File: src/rtl/lvl_irq_pkg.sv
package lvl_irq_pkg;
   localparam int LVL_W   = 3;
   localparam int MAX_LVL = 7;
   typedef logic [LVL_W-1:0] lvl_t;
endpackage

File: src/rtl/lvl_irq_qualify.sv
module lvl_irq_qualify
   import lvl_irq_pkg::*;
#(
   parameter int N_INT = 56,
   parameter int N_EXT = 7,
   parameter int PW    = 4,
   parameter int NSRC  = N_INT + N_EXT,
   parameter int IW    = $clog2(NSRC),
   parameter int KW    = LVL_W + 1 + PW + IW
) (
   input  logic [N_INT-1:0]       int_req_i,
   input  logic [N_INT*LVL_W-1:0] int_lvl_i,
   input  logic [N_INT*PW-1:0]    int_rank_i,
   input  logic [N_EXT-1:0]       ext_req_i,
   input  logic [NSRC-1:0]        mask_i,
   input  logic                   mask_all_i,
   output logic [NSRC-1:0]        valid_o,
   output logic [NSRC*KW-1:0]     key_o
);
   // key = {level, external flag, rank, inverted index}: larger key wins
   for (genvar i = 0; i < N_INT; i++) begin : g_int
      lvl_t lv;
      assign lv = int_lvl_i[i*LVL_W +: LVL_W];
      assign valid_o[i] = int_req_i[i] & ~mask_i[i] & ~mask_all_i & (lv != '0);
      assign key_o[i*KW +: KW] = {lv, 1'b0, int_rank_i[i*PW +: PW], ~IW'(i)};
   end

   for (genvar k = 0; k < N_EXT; k++) begin : g_ext
      localparam int IDX = N_INT + k;
      assign valid_o[IDX] = ext_req_i[k] & ~mask_i[IDX] & ~mask_all_i;
      assign key_o[IDX*KW +: KW] = {LVL_W'(k + 1), 1'b1, {PW{1'b0}}, ~IW'(IDX)};
   end
endmodule

File: src/rtl/lvl_irq_arb.sv
module lvl_irq_arb
   import lvl_irq_pkg::*;
#(
   parameter int NSRC = 63,
   parameter int IW   = 6,
   parameter int KW   = 14
) (
   input  logic [NSRC-1:0]    valid_i,
   input  logic [NSRC*KW-1:0] key_i,
   input  logic               filt_en_i,
   input  lvl_t               filt_lvl_i,
   output logic               found_o,
   output logic [IW-1:0]      idx_o,
   output lvl_t               lvl_o
);
   logic [KW-1:0] best;

   always_comb begin
      best    = '0;
      found_o = 1'b0;
      for (int i = 0; i < NSRC; i++) begin
         logic [KW-1:0] k;
         logic          ok;
         k  = key_i[i*KW +: KW];
         ok = valid_i[i] && (!filt_en_i || (k[KW-1 -: LVL_W] == filt_lvl_i));
         if (ok && (!found_o || (k > best))) begin
            best    = k;
            found_o = 1'b1;
         end
      end
      idx_o = ~best[IW-1:0];
      lvl_o = found_o ? best[KW-1 -: LVL_W] : '0;
   end
endmodule

File: src/rtl/lvl_irq_ctrl.sv
module lvl_irq_ctrl
   import lvl_irq_pkg::*;
#(
   parameter int N_INT    = 56,
   parameter int N_EXT    = 7,
   parameter int PW       = 4,
   parameter int VW       = 8,
   parameter int VEC_BASE = 64,
   parameter int SPUR_VEC = 24
) (
   input  logic                   clk_i,
   input  logic                   rst_ni,
   input  logic [N_INT-1:0]       int_req_i,
   input  logic [N_INT*3-1:0]     int_lvl_i,
   input  logic [N_INT*PW-1:0]    int_rank_i,
   input  logic [N_EXT-1:0]       ext_req_i,
   input  logic [N_INT+N_EXT-1:0] mask_i,
   input  logic                   mask_all_i,
   input  logic                   hw_ack_i,
   input  logic [2:0]             hw_ack_lvl_i,
   input  logic                   sw_ack_i,
   output logic                   wake_o,
   output logic [2:0]             irq_level_o,
   output logic [VW-1:0]          irq_vec_o,
   output logic                   ack_valid_o,
   output logic [VW-1:0]          ack_vec_o
);
   localparam int NSRC = N_INT + N_EXT;
   localparam int IW   = $clog2(NSRC);
   localparam int KW   = LVL_W + 1 + PW + IW;

   if (N_EXT < 1 || N_EXT > MAX_LVL) begin : g_bad_ext
      $error("N_EXT must lie in 1..7");
   end
   if (N_INT < 1) begin : g_bad_int
      $error("N_INT must be at least 1");
   end
   if (VEC_BASE + NSRC > (1 << VW)) begin : g_bad_vw
      $error("vector range exceeds VW bits");
   end
   if (SPUR_VEC >= VEC_BASE && SPUR_VEC < VEC_BASE + NSRC) begin : g_bad_spur
      $error("spurious vector overlaps a source vector");
   end

   logic [NSRC-1:0]    valid;
   logic [NSRC*KW-1:0] keys;
   logic               g_found, h_found;
   logic [IW-1:0]      g_idx, h_idx;
   lvl_t               g_lvl, h_lvl;

   lvl_irq_qualify #(.N_INT(N_INT), .N_EXT(N_EXT), .PW(PW)) u_qual (
      .int_req_i (int_req_i),
      .int_lvl_i (int_lvl_i),
      .int_rank_i(int_rank_i),
      .ext_req_i (ext_req_i),
      .mask_i    (mask_i),
      .mask_all_i(mask_all_i),
      .valid_o   (valid),
      .key_o     (keys)
   );

   lvl_irq_arb #(.NSRC(NSRC), .IW(IW), .KW(KW)) u_arb_all (
      .valid_i   (valid),
      .key_i     (keys),
      .filt_en_i (1'b0),
      .filt_lvl_i('0),
      .found_o   (g_found),
      .idx_o     (g_idx),
      .lvl_o     (g_lvl)
   );

   lvl_irq_arb #(.NSRC(NSRC), .IW(IW), .KW(KW)) u_arb_lvl (
      .valid_i   (valid),
      .key_i     (keys),
      .filt_en_i (1'b1),
      .filt_lvl_i(hw_ack_lvl_i),
      .found_o   (h_found),
      .idx_o     (h_idx),
      .lvl_o     (h_lvl)
   );

   assign wake_o = |valid;

   function automatic logic [VW-1:0] to_vec(input logic f, input logic [IW-1:0] idx);
      return f ? (VW'(VEC_BASE) + VW'(idx)) : VW'(SPUR_VEC);
   endfunction

   always_ff @(posedge clk_i or negedge rst_ni) begin
      if (!rst_ni) begin
         irq_level_o <= '0;
         irq_vec_o   <= VW'(SPUR_VEC);
         ack_valid_o <= 1'b0;
         ack_vec_o   <= VW'(SPUR_VEC);
      end else begin
         irq_level_o <= g_lvl;
         irq_vec_o   <= to_vec(g_found, g_idx);
         ack_valid_o <= hw_ack_i | sw_ack_i;
         if (hw_ack_i) begin
            ack_vec_o <= to_vec(h_found && (h_lvl != '0), h_idx);
         end else if (sw_ack_i) begin
            ack_vec_o <= to_vec(g_found, g_idx);
         end
      end
   end
endmodule

File: config.mk
export PLATFORM = sky130hd
export DESIGN_NAME = lvl_irq_ctrl
export DESIGN_NICKNAME = d
export VERILOG_FILES = /design/src/rtl/lvl_irq_pkg.sv /design/src/rtl/lvl_irq_qualify.sv /design/src/rtl/lvl_irq_arb.sv /design/src/rtl/lvl_irq_ctrl.sv
export SDC_FILE = /design/constraint.sdc
export NUM_CORES = 2
export LEC_CHECK = 0
export BUFFER_PORTS_ARGS = -buffer_cell sky130_fd_sc_hd__buf_2
export CAP_MARGIN = 40
export CORE_ASPECT_RATIO = 1.75
export CORE_MARGIN = 2
export CORE_UTILIZATION = 55
export DETAILED_ROUTE_END_ITERATION = 8
export GPL_TIMING_DRIVEN = 0
export HOLD_SLACK_MARGIN = 0.06
export PLACE_DENSITY_LB_ADDON = 0.2
export SYNTH_ARGS = -nofsm -noshare
export SYNTH_HDL_FRONTEND = slang
export SYNTH_SLANG_ARGS = --single-unit
File: constraint.sdc
create_clock -name clk_i -period 61.5 [get_ports clk_i]
set_input_delay 6.15 -clock clk_i [delete_from_list [all_inputs] [get_ports clk_i]]
set_output_delay 6.15 -clock clk_i [all_outputs]
set_load 0.02 [all_outputs]
==> impl_metrics.yaml <==
run_status:
  outcome: "finished with violations"
  violations: "setup timing"
route:
  vias: 46000
  dr.first_iter.drc_count: 3512
  wirelength_um: 171000
  wl_met1_um: 54200
  highest_layer: "met5"
  wl_met3_um: 16100
  drc: 0
  wl_per_cell_um: 25.0
  via_per_inst: 6.72
  antenna_left: 0
  wl_met2_um: 78800
  drtPass1Iterations: 9
sta:
  setup_viol: 17
  rsz0062_at_grt: "true"
  postLayoutSetupSlackWorst_ps: -47910
  slew_headroom: 0.269
  worst_pin_slew_ps: 1080
  finClkSkew_ps: 0
  slew_violations: 0
  min_period_over_period: 1.78
  fin_setup_tns_ps: -757320
  fmax_mhz: 9.14
  period_minus_slack_ps: 109410
  finalHoldViolations: 0
worst_hold_path:
  worstHoldStart: "ack_vec_o[3]"
  hold_end: "ack_vec_o[3]"
  hold_depth: 2
  hp-class: "register to register"
place:
  globalplace.congestion: 1.03
  dp.cells: 6297
  io_buffers: 540
  hpwl_um: 126000
worst_setup_path:
  cpMostUsedCell: "a21oi_2"
  r2r-start: "ack_vec_o[4]"
  critPathKind: "primary input to register"
  cp-start-kind: "primary input"
  reg2reg_to: "ack_vec_o[4]"
  reg2regPathDepth: 3
  critical_path_arrival_ps: 109520
  crit_required_ps: 61600
  worst-r2r-setup-slack_ps: 60530
  endpoint_kind: "register"
  critical_path_peak_fanout: 10
  max_stage_delay_ps: 470
  crit_path_top_delay_cell: "a311oi_4"
synthesis:
  synth_edf_count: 0
  async_flop_share: 1.00
  syn_area_per_cell_um2: 7.11
  synth.cell_area_um2: 35000
  ys_seq_area_frac: 0.0130
  synth.distinct_cells: 122
  synthCells: 4919
  synth_seq_cells: 18
  yosys_warnings: 0
  ys.flop_type: "dfrtp_1"
clocking:
  cts-root-buf: "clkbuf_16"
  cts_buffers: 3
  clock_latency_ps: 250
  cts_tree: "built"
  clk_pin_slew_ps: 60
  clock-sinks: 18
  cts.path.max_buffers: 2
  htree_levels: 1
floorplan:
  die_w_um: 195
  fp.dieH_um: 337
  design.core.area_um2: 63000
  fp-row-count: 122
  io_pins: 547
  die-area_um2: 65700
  initial_core_util: 0.554
global_route:
  antenna_found_initial: 35
  overflow: 0
  grt_usage: 0.471
  grt_first_pass_wirelength_um: 242000
  first_global_vias: 44600
  grt_max_degree: 19
cells_and_area:
  nNetsFinal: 7269
  drive_above_1_share: 0.374
  syn_to_final_growth_pct: 41.3
  final_util: 0.783
  stdcell_count: 6850
power:
  leakage_nw: 23.4
  max-vdd-ir-drop_uv: 25.9
  power_density_nw_per_um2: 32.0
run:
  max_cap_violations: 0
==> cells in the final DEF, fill, tap and decap left out, types with 26 or more instances in the layout <==
| master | count |
|---|---|
| xor2_1 | 88 |
| nand2_2 | 27 |
| buf_8 | 27 |
| nor2_2 | 26 |
| mux2_4 | 67 |
| inv_2 | 38 |
| nor2_1 | 333 |
| o211ai_1 | 26 |
| nor2b_1 | 92 |
| xnor2_1 | 80 |
| inv_1 | 385 |
| o21ai_0 | 106 |
| o21ai_1 | 116 |
| a21o_1 | 245 |
| and3_1 | 46 |
| and2_1 | 58 |
| nor3_1 | 63 |
| ha_4 | 78 |
| ha_1 | 624 |
| nor2_4 | 26 |
| or3_1 | 44 |
| a31oi_1 | 41 |
| a21oi_2 | 157 |
| clkbuf_8 | 40 |
| nand2_1 | 352 |
| buf_2 | 559 |
| buf_6 | 48 |
| o21ai_2 | 40 |
| nand3_1 | 108 |
| mux2_2 | 112 |
| nand2b_1 | 96 |
| nor4_1 | 30 |
| mux2i_1 | 84 |
| o21a_1 | 89 |
| buf_4 | 488 |
| nand4_1 | 59 |
| or2_2 | 33 |
| a21oi_1 | 208 |
==> critical path: cells and delay by family <==
kind	cells	cell delay [ps]
AO/OA/AOI/OAI	335	55330
multiplexers	21	6230
adder cells (fa/ha/maj)	55	13180
buffers and inverters	86	11120
AND/OR/NAND/NOR	182	17030
==> report_power, final <==
part	internal, W	switching [W]
registers	0.0000183	0.00000305
logic	0.000709	0.000837
clock network	0.00000992	0.00000507
total	0.000737	0.000845
==> logic make-up (layout without fill, tap and decap cells) <==
| kind of cell | count (synthesis) | count (layout) | share of synthesized area |
|---|---|---|---|
| AO/OA/AOI/OAI | 1500 | 1500 | 0.290 |
| XOR/XNOR | 170 | 170 | 0.0426 |
| adder cells (fa/ha/maj) | 736 | 736 | 0.262 |
| buffers and inverters | 574 | 1675 | 0.0634 |
| flip-flops | 18 | 18 | 0.0130 |
| multiplexers | 296 | 296 | 0.0917 |
| other | 1 | 25 | 0.000107 |
| AND/OR/NAND/NOR | 1624 | 1624 | 0.236 |
==> how the worst max path moves through the flow <==
stage	from	to	slack, ps	cells after the start
6_report	mask_all_i	ack_vec_o[0]	-47910	679
5_1_grt	mask_all_i	ack_vec_o[0]	-52820	684
4_1_cts	mask_all_i	ack_vec_o[5]	-43030	689
3_5_place_dp	int_lvl_i[0]	ack_vec_o[5]	-56240	685
3_3_place_gp	int_lvl_i[0]	ack_vec_o[5]	-55530	682
2_1_floorplan	mask_all_i	ack_vec_o[5]	-35160	692
==> area by class of cell <==
| type | instances | area [um2] |
|---|---|---|
| multi-input combinational | 4328 | 37400 |
| fill | 4633 | 13700 |
| timing repair buffer | 1101 | 7140 |
| inverter | 431 | 1660 |
| buffer | 138 | 1550 |
| tap | 806 | 1010 |
| sequential | 18 | 455 |
| clock buffer | 4 | 88.8 |
| antenna | 23 | 57.6 |
| timing repair inverter | 1 | 6.26 |
==> per-stage QoR <==
step           hold slack, ps  instance area [um2]  worst slack (ps)  power, W
3_5_place_dp              483                41900            -56240   0.00117
6_report                  491                49400            -47910   0.00158
4_1_cts                   490                47100            -43030   0.00138
5_1_grt                   506                49400            -52820   0.00170
3_3_place_gp              491                41600            -55530   0.00114
2_1_floorplan             496                37900            -35160  0.000852
==> Yosys cell counts (19+ instances only) <==
cell | number | area [um2]
a211oi_1 | 30 | 225
a21o_1 | 250 | 1880
a21oi_1 | 384 | 1920
a31oi_1 | 59 | 369
and2_1 | 74 | 463
and3_1 | 52 | 325
and4_1 | 19 | 166
clkbuf_1 | 104 | 390
ha_1 | 721 | 9020
inv_1 | 427 | 1600
mux2_2 | 173 | 1950
mux2i_1 | 115 | 1150
nand2_1 | 398 | 1490
nand2b_1 | 101 | 632
nand3_1 | 117 | 586
nand4_1 | 59 | 369
nor2_1 | 384 | 1440
nor2b_1 | 108 | 676
nor3_1 | 78 | 390
nor4_1 | 33 | 206
nor4b_1 | 26 | 228
o211ai_1 | 26 | 195
o21a_1 | 95 | 713
o21ai_0 | 254 | 1270
o21ai_1 | 28 | 140
o21bai_1 | 24 | 180
o22ai_1 | 24 | 150
o31ai_1 | 36 | 270
or2_2 | 51 | 319
or3_1 | 46 | 288
xnor2_1 | 82 | 718
xor2_1 | 88 | 771
==> state kept, by name, summed over array words and instances, names as in the netlist <==
name / cells
ack_vec_o: 7
irq_vec_o: 7
irq_level_o: 3
ack_valid_o: 1
==> what timing repair did <==
action                                  4_1_cts  5_1_grt
pin swaps                                   219      275
buffers inserted                            401      116
gates resized for setup                     428      305
endpoints found under the setup margin       18       17
cloned                                       10        0
hold buffers                                  0        0
==> layer usage <==
metal  up-vias  track usage
met5         -      0.00815
met4        44        0.493
met3      1389        0.123
met2      2950        0.828
met1     21300        0.429
li1      20300            -
Power figures use the tool's default switching activity.
